## src/rtl/rx_frame_pkg.sv

```systemverilog
`timescale 1ns/100ps
package rx_frame_pkg;
  localparam int BYTE_W   = 8;
  localparam int CTRL_LEN = 2;
  localparam int CTRL_IW  = (CTRL_LEN > 1) ? $clog2(CTRL_LEN) : 1;

  typedef enum logic [2:0] {
    ST_SEARCH,
    ST_HDR,
    ST_CTRL,
    ST_PAY,
    ST_TAIL
  } parse_state_e;

  // per-byte strobes from the control FSM to the datapath
  typedef struct packed {
    logic               hdrDone;
    logic               ctrlCap;
    logic [CTRL_IW-1:0] ctrlSel;
    logic               payWr;
    logic               payFirst;
    logic               frmEnd;
    logic               frmErr;
  } parse_strobe_t;
endpackage

```

## src/rtl/rx_frame_sigcmp.sv

```systemverilog
`timescale 1ns/100ps
module rx_frame_sigcmp #(
  parameter int                    HDR_LEN   = 4,
  parameter logic [HDR_LEN*8-1:0]  SIGNATURE = 32'h7CD215D8
) (
  input  logic [7:0]         rxData,
  output logic [HDR_LEN-1:0] matchVec
);
  // first signature byte lives in the most significant position
  for (genvar i = 0; i < HDR_LEN; i++) begin : g_cmp
    localparam int SHIFT = (HDR_LEN - 1 - i) * 8;
    assign matchVec[i] = (rxData == SIGNATURE[SHIFT +: 8]);
  end
endmodule

```

## src/rtl/rx_frame_ctrl.sv

```systemverilog
`timescale 1ns/100ps
module rx_frame_ctrl
  import rx_frame_pkg::*;
#(
  parameter int HDR_LEN  = 4,
  parameter int PAY_LEN  = 768,
  parameter int TAIL_LEN = 6
) (
  input  logic               clk,
  input  logic               rstN,
  input  logic               rxValid,
  input  logic [HDR_LEN-1:0] matchVec,
  output parse_strobe_t      strb
);
  localparam int MAX_LEN = (PAY_LEN > HDR_LEN) ? PAY_LEN : HDR_LEN;
  localparam int CNT_W   = $clog2(MAX_LEN + 1);
  localparam int HIW     = (HDR_LEN > 1) ? $clog2(HDR_LEN) : 1;

  parse_state_e     state, stateNxt;
  logic [CNT_W-1:0] cnt, cntNxt;
  logic             hdrHit;

  assign hdrHit = matchVec[cnt[HIW-1:0]];

  always_comb begin
    stateNxt = state;
    cntNxt   = cnt;
    strb     = '0;
    unique case (state)
      ST_SEARCH: begin
        if (rxValid && matchVec[0]) begin
          stateNxt = ST_HDR;
          cntNxt   = CNT_W'(1);
        end
      end
      ST_HDR: begin
        if (!rxValid) begin
          strb.frmErr = 1'b1;
          stateNxt    = ST_SEARCH;
          cntNxt      = '0;
        end else if (hdrHit) begin
          if (cnt == CNT_W'(HDR_LEN - 1)) begin
            strb.hdrDone = 1'b1;
            stateNxt     = ST_CTRL;
            cntNxt       = '0;
          end else begin
            cntNxt = cnt + CNT_W'(1);
          end
        end else begin
          // broken signature: flag it and retry this byte as a new start
          strb.frmErr = 1'b1;
          if (matchVec[0]) begin
            stateNxt = ST_HDR;
            cntNxt   = CNT_W'(1);
          end else begin
            stateNxt = ST_SEARCH;
            cntNxt   = '0;
          end
        end
      end
      ST_CTRL: begin
        if (!rxValid) begin
          strb.frmErr = 1'b1;
          stateNxt    = ST_SEARCH;
          cntNxt      = '0;
        end else begin
          strb.ctrlCap = 1'b1;
          strb.ctrlSel = cnt[CTRL_IW-1:0];
          if (cnt == CNT_W'(CTRL_LEN - 1)) begin
            stateNxt = ST_PAY;
            cntNxt   = '0;
          end else begin
            cntNxt = cnt + CNT_W'(1);
          end
        end
      end
      ST_PAY: begin
        if (!rxValid) begin
          strb.frmErr = 1'b1;
          stateNxt    = ST_SEARCH;
          cntNxt      = '0;
        end else begin
          strb.payWr    = 1'b1;
          strb.payFirst = (cnt == '0);
          if (cnt == CNT_W'(PAY_LEN - 1)) begin
            stateNxt = ST_TAIL;
            cntNxt   = '0;
          end else begin
            cntNxt = cnt + CNT_W'(1);
          end
        end
      end
      ST_TAIL: begin
        if (!rxValid) begin
          strb.frmErr = 1'b1;
          stateNxt    = ST_SEARCH;
          cntNxt      = '0;
        end else if (cnt == CNT_W'(TAIL_LEN - 1)) begin
          strb.frmEnd = 1'b1;
          stateNxt    = ST_SEARCH;
          cntNxt      = '0;
        end else begin
          cntNxt = cnt + CNT_W'(1);
        end
      end
      default: begin
        stateNxt = ST_SEARCH;
        cntNxt   = '0;
      end
    endcase
  end

  always_ff @(posedge clk or negedge rstN) begin
    if (!rstN) begin
      state <= ST_SEARCH;
      cnt   <= '0;
    end else begin
      state <= stateNxt;
      cnt   <= cntNxt;
    end
  end
endmodule

```

## src/rtl/rx_frame_dpath.sv

```systemverilog
`timescale 1ns/100ps
module rx_frame_dpath
  import rx_frame_pkg::*;
(
  input  logic                clk,
  input  logic                rstN,
  input  logic [BYTE_W-1:0]   rxData,
  input  parse_strobe_t       strb,
  output logic                bufReset,
  output logic                bufWrEn,
  output logic [BYTE_W-1:0]   bufWrData,
  output logic                payloadStart,
  output logic                frameEnd,
  output logic                frameErr,
  output logic                ctrlValid,
  output logic [BYTE_W-1:0]   ctrlByte0,
  output logic [BYTE_W-1:0]   ctrlByte1
);
  logic [BYTE_W-1:0] ctrlReg [CTRL_LEN];

  for (genvar i = 0; i < CTRL_LEN; i++) begin : g_ctrl
    always_ff @(posedge clk or negedge rstN) begin
      if (!rstN)
        ctrlReg[i] <= '0;
      else if (strb.ctrlCap && (strb.ctrlSel == CTRL_IW'(i)))
        ctrlReg[i] <= rxData;
    end
  end

  assign ctrlByte0 = ctrlReg[0];
  assign ctrlByte1 = ctrlReg[1];

  always_ff @(posedge clk or negedge rstN) begin
    if (!rstN) begin
      bufReset     <= 1'b0;
      bufWrEn      <= 1'b0;
      bufWrData    <= '0;
      payloadStart <= 1'b0;
      frameEnd     <= 1'b0;
      frameErr     <= 1'b0;
      ctrlValid    <= 1'b0;
    end else begin
      bufReset     <= strb.hdrDone;
      bufWrEn      <= strb.payWr;
      payloadStart <= strb.payFirst;
      frameEnd     <= strb.frmEnd;
      frameErr     <= strb.frmErr;
      if (strb.payWr)
        bufWrData <= rxData;
      if (strb.hdrDone)
        ctrlValid <= 1'b0;
      else if (strb.ctrlCap && (strb.ctrlSel == CTRL_IW'(CTRL_LEN - 1)))
        ctrlValid <= 1'b1;
    end
  end
endmodule

```

## src/rtl/rx_frame_parser.sv

```systemverilog
`timescale 1ns/100ps
module rx_frame_parser
  import rx_frame_pkg::*;
#(
  parameter int                   HDR_LEN   = 4,
  parameter logic [HDR_LEN*8-1:0] SIGNATURE = 32'h7CD215D8,
  parameter int                   PAY_LEN   = 768,
  parameter int                   TAIL_LEN  = 6
) (
  input  logic       clk,
  input  logic       rstN,
  input  logic       rxValid,
  input  logic [7:0] rxData,
  output logic       bufReset,
  output logic       bufWrEn,
  output logic [7:0] bufWrData,
  output logic       payloadStart,
  output logic       frameEnd,
  output logic       frameErr,
  output logic       ctrlValid,
  output logic [7:0] ctrlByte0,
  output logic [7:0] ctrlByte1
);
  logic [HDR_LEN-1:0] matchVec;
  parse_strobe_t      strb;

  rx_frame_sigcmp #(
    .HDR_LEN  (HDR_LEN),
    .SIGNATURE(SIGNATURE)
  ) u_sigcmp (
    .rxData  (rxData),
    .matchVec(matchVec)
  );

  rx_frame_ctrl #(
    .HDR_LEN (HDR_LEN),
    .PAY_LEN (PAY_LEN),
    .TAIL_LEN(TAIL_LEN)
  ) u_ctrl (
    .clk     (clk),
    .rstN    (rstN),
    .rxValid (rxValid),
    .matchVec(matchVec),
    .strb    (strb)
  );

  rx_frame_dpath u_dpath (
    .clk         (clk),
    .rstN        (rstN),
    .rxData      (rxData),
    .strb        (strb),
    .bufReset    (bufReset),
    .bufWrEn     (bufWrEn),
    .bufWrData   (bufWrData),
    .payloadStart(payloadStart),
    .frameEnd    (frameEnd),
    .frameErr    (frameErr),
    .ctrlValid   (ctrlValid),
    .ctrlByte0   (ctrlByte0),
    .ctrlByte1   (ctrlByte1)
  );
endmodule

```

## config.mk

```make
export PLATFORM = sky130hd
export DESIGN_NAME = rx_frame_parser
export DESIGN_NICKNAME = d
export VERILOG_FILES = /design/src/rtl/rx_frame_pkg.sv /design/src/rtl/rx_frame_sigcmp.sv /design/src/rtl/rx_frame_ctrl.sv /design/src/rtl/rx_frame_dpath.sv /design/src/rtl/rx_frame_parser.sv
export SDC_FILE = /design/constraint.sdc
export NUM_CORES = 1
export LEC_CHECK = 0
export CAP_MARGIN = 25
export CORE_MARGIN = 2
export CORE_UTILIZATION = 51
export CTS_CLUSTER_DIAMETER = 80
export CTS_CLUSTER_SIZE = 40
export DETAILED_ROUTE_END_ITERATION = 12
export GPL_TIMING_DRIVEN = 0
export PLACE_DENSITY = 0.79
export SLEW_MARGIN = 0
export SYNTH_ARGS = -nofsm -noshare
export SYNTH_HDL_FRONTEND = slang
export SYNTH_SLANG_ARGS = --single-unit
```

## constraint.sdc

```tcl
create_clock -name clk -period 2.5 [get_ports clk]
set_input_delay 0.5 -clock clk [delete_from_list [all_inputs] [get_ports clk]]
set_output_delay 0.5 -clock clk [all_outputs]
set_load 0.05 [all_outputs]
```

### Word level (Yosys, flattened, before mapping)

Cells that the tools add are included.

* reduce and logical (&&, ||, !) cells: 8
* equality and inequality tests: 17
* multiplexer cells: 43
* add/subtract/negate cells: 1
* $lt $le $gt $ge: 1
* bitwise operators: 1

Operators by type and width (count)
* $mux 10: 10
* $pmux 10 s5: 1
* $mux 3: 10
* $eq 8x8->1 const B: 2
* $mux 1: 15
* $pmux 3 s5: 1
* $add 10x1->10 const B: 1
* $eq 10x1->1 const B: 1
* $eq 10x10->1 const B: 1
* $eq 10x2->1 const B: 1
* $eq 10x3->1 const B: 1
* $logic_not 10->1: 1
* $ne 3x2->1 const B: 3
* $eq 8x5->1 const B: 1
* $eq 8x7->1 const B: 1
* $mux 2: 4
* $eq 3x2->1 const B: 2
* $reduce_and 5->1: 1
* $ne 4x4->1 const B: 1
* $eq 3x1->1 const B: 1
* $eq 3x3->1 const B: 1
* $logic_and 1x1->1: 3
* $logic_not 3->1: 1
* $lt 2x3->1 const B: 1
* 6 further kinds: 6

* output and inout port bits: 30
* flip-flop bits (word level): 43
* logic and storage cells: 82

### Logic depth before layout (Yosys ltp)

* depth in word-level cells: 7
* depth in mapped cells: 8
* gate-level depth less buffers: 8

### Cells and area by module

A second synthesis with hierarchy kept.

* cell total of the unflattened synthesis: 177
* area, all modules: 2145.8 um^2

By module, submodules not included
* rx_frame_dpath: seq. area each 750.7 um^2, times used 1, area an instance 1088.5 um^2, cells an instance 60
* rx_frame_ctrl: seq. area each 325.3 um^2, times used 1, area an instance 973.4 um^2, cells an instance 108
* rx_frame_sigcmp: seq. area each 0.0 um^2, times used 1, area an instance 83.8 um^2, cells an instance 9

### Worst setup path before layout

OpenSTA, ideal clock, no wires.

* kind: reg-to-reg
* from: register u_ctrl.cnt[1]
* to: register u_ctrl.cnt[7]
* clock period less this slack: 2.286 ns
* buffers on the path: 0
* setup time: 0.130 ns
* data required time: 2.370 ns
* arrival time: 2.156 ns
* cell stages (with the launch flop): 9
* slack: 0.214 ns
* path through: dfrtp_1 > inv_1 > ha_1 > or4b_2 > nor4_4 > o22ai_2 > or2_4 > o221ai_1 > o31ai_1

* longest elaborated chain between the ends: 5

Ends and longest elaborated chain
* from (decl): line rx_frame_ctrl.sv:20 `logic [CNT_W-1:0] cnt, cntNxt;`
* from (signal assigned): line rx_frame_ctrl.sv:119 `cnt <= cntNxt;`
* $add 10x1->10, or another cell as far along
* $mux 10 or $mux 1 (tied branches): line rx_frame_ctrl.sv:42, rx_frame_ctrl.sv:23
* $mux 10: line rx_frame_ctrl.sv:41 `end else if (hdrHit) begin`
* $mux 10: line rx_frame_ctrl.sv:37 `if (!rxValid) begin`
* $pmux 10 s5 (*): line rx_frame_ctrl.sv:29 `unique case (state)`

Every way passes the cells marked *; elsewhere a longest branch is shown, timed or not. The select of a mux whose other input is x is not followed.
A chain may end at the register's enable or synchronous reset.

### Final worst setup path

Ends and elaborated chain as after synthesis.

==> flow_metrics.tcl <==
set metrics [dict create \
    gp_congestion 0.8668 \
    initial_core_util 0.5280 \
    crit_slowest_cell "or4b_4" \
    path_delay_family "simple AND/OR/NAND/NOR gates" \
    drt_iter0_drc 116 \
    layout_worst_path_cycle_share 0.9510 \
    critPathLaunch "u_ctrl.cnt[1]" \
    arrival_ps 2550 \
    finalNetCount 267 \
    dp.cells 293 \
    crit_buf_inv 1 \
    htreeDepth 2 \
    start_kind "flop" \
    fin_crit_ps 2378 \
    cts_buffer_depth 2 \
    synth_nets 216 \
    worst_clock_skew_ps 8.868 \
    grt_overflow_total 0 \
    crit_chain "inv_2 > ha_2 > or4b_4 > nor4_4 > o22ai_4 > or2_4 > o221ai_1 > o31ai_1" \
    rows 23 \
    cts.sinks 43 \
    grt_pass1_wl_um 7734 \
    path_class "flop to flop" \
    timing.fmax_mhz 420.6 \
    relSlewSlack 0.5545 \
    cts_root_buf "clkbuf_8" \
    ant_nets 0 \
    hpwl_um 3444 \
    cts_tree "yes" \
    layoutNonFillerInstCount 304 \
    power.total_w 0.001583 \
    gr-usage-all-layers 0.2274 \
    syn-cell-area_um2 2112 \
    grt_antenna_before_repair 0 \
    status "complete, no violations" \
    fillerInstances 327 \
    finalSetupViolations 0 \
    regArea_um2 1077 \
    cts_buffers 5 \
    worstMarginPinSlew_ps 659.0 \
    synth_cells 202 \
    yosys_most_used_dff "dfrtp_1" \
    p_leak_nw 1.230 \
    ios 41 \
    wl_um 4795 \
    avgViaCountPerCell 5.724 \
    grt_pass1_vias 1607 \
    path_clk_slew_ps 90 \
    hp-class "input port to asynchronous set/reset pin" \
    crit_path_max_fanout 4 \
    antenna_cells 0 \
    rsz0062_at_grt "no" \
    core_area_um2 4000 \
    hold_viol_final 0 \
    p_per_area_nw_per_um2 579.6 \
    clk-insertion-delay-late_ps 300 \
    dieArea_um2 4672 \
    crit_required_ps 2680 \
    cp-end-kind "flop" \
    die_w_um 68.35 \
    ir_drop_uv 378.3 \
    synth_edf_count 0 \
    num_vias 1740 \
    ys_ff_latch 43 \
    avgRoutedWirePerCell_um 15.77 \
    drc 0 \
    grt_start_max_net_pins 26 \
    drive_gt1_frac 0.1772 \
    final_max_slew_viol_count 0 \
    async_reset_ff_frac 1.000 \
    setup_tns_ps 0 \
    cap_violations 0 \
    die-height_um 68.35 \
    multi_input_area_um2 1007 \
    rrSetupSlack_ps 120 \
    syn_to_final_growth_pct 29.32 \
    ys_seq_area_frac 0.5095 \
    utilization 0.6828 \
    drtPass1Iterations 4 \
    ys_types 47 \
    avgSynthCellArea_um2 10.46 \
    io_buffers 40 \
    slowest_delay_ps 480 \
    ys_warn_count 0 \
    reg2reg_from "u_ctrl.cnt[1]" \
]
-- final cells by class --
| type | count | share of cell area |
|---|---|---|
| multi-input cells | 145 | 0.3688 |
| well taps | 50 | 0.02290 |
| flip-flops and latches | 43 | 0.3944 |
| repair buffers | 44 | 0.1631 |
| clock inverters | 2 | 0.004581 |
| inverters | 7 | 0.009620 |
| clock buffers | 6 | 0.02657 |
| plain buffers | 7 | 0.01008 |
-- state kept, by name, indices dropped and copies added (netlist names) --
register and cells:
u_dpath.bufWrEn 1, u_ctrl.cnt 10, u_dpath.bufWrData 8, u_dpath.payloadStart 1
u_dpath.frameEnd 1, u_dpath.ctrlByte0 8, u_dpath.bufReset 1, u_dpath.frameErr 1
u_ctrl.state 3, u_dpath.ctrlValid 1, u_dpath.ctrlByte1 8
-- Yosys cell counts, types with 4 or more instances --
library cell,instances,area share
a21oi_1,7,0.017
clkbuf_1,6,0.011
mux2_2,16,0.085
o21ai_0,8,0.019
a31oi_1,4,0.012
o21ai_1,5,0.012
nor2_1,9,0.016
dfrtp_1,43,0.51
nand2_1,30,0.053
nand3_1,11,0.026
o32ai_1,4,0.017
and3_1,4,0.012
nor3_1,6,0.014
inv_1,7,0.012
-- path summary, 6_finish.rpt --
path / endpoint / cells after the start
setup / recovery: u_ctrl.cnt[7] / 8
hold / removal: u_ctrl.state[1] / 1
setup reg to reg: u_ctrl.cnt[7] / 8
hold reg to reg: u_dpath.bufWrData[3] / 2
max in group asynchronous: u_ctrl.cnt[1] / 2
min in group clk: u_dpath.bufWrData[3] / 2
-- routing by layer --
layer,routed length [um],global-route usage,part of all wire
met4,85,0.09000,0.018
met5,0,0,0
met1,2210,0.3144,0.46
met3,307,0.06908,0.064
met2,2191,0.3325,0.46
-- what timing repair did --
action,in CTS,in global routing
setup endpoints to repair,7,10
setup buffers,3,0
gates resized for setup,6,1
gates cloned,0,0
pin swaps,3,0
hold buffers,0,0
-- metrics by stage --
| step | setup WS [ps] | hold WS (ps) | cell area (um2) |
|---|---|---|---|
| after global routing | 13.11 | 177.0 | 2731 |
| after floorplan | 213.9 | 204.4 | 2112 |
| final | 122.5 | 159.1 | 2731 |
| after global placement | -249.9 | 460.3 | 2575 |
| after CTS | 50.78 | 164.4 | 2725 |
| after detailed placement | -234.8 | 472.5 | 2597 |
-- placed cells by master, fill, tap and decap left out, drive strengths merged, types with 3 or more instances in the layout --
cell	instances
dfrtp	43
clkdlybuf4s50	39
nand2	31
mux2	16
o21ai	13
clkbuf	12
nand3	11
nor2	11
a21oi	8
inv	7
nor3	6
buf	6
a31oi	4
o32ai	4
and3	4
or3	3
nor3b	3
ha	3
-- cell families (layout without fill, tap and decap cells) --
kind of cell | Yosys count | after routing | synth area share
AO/OA/AOI/OAI | 36 | 36 | 0.1167
buffers and inverters | 14 | 66 | 0.02547
AND/OR/NAND/NOR | 88 | 88 | 0.2370
flip-flops | 43 | 43 | 0.5095
multiplexers | 16 | 16 | 0.08531
adder cells (fa/ha/maj) | 3 | 3 | 0.01777
XOR/XNOR | 2 | 2 | 0.008295
-- where the power goes --
part / switching [W] / internal, W / leakage, nW
clock network: 0.000239 / 0.000195 / 0.0412
logic: 0.000230 / 0.000171 / 0.601
registers: 0.0000285 / 0.000720 / 0.588
(Power assumes the default switching activity.)
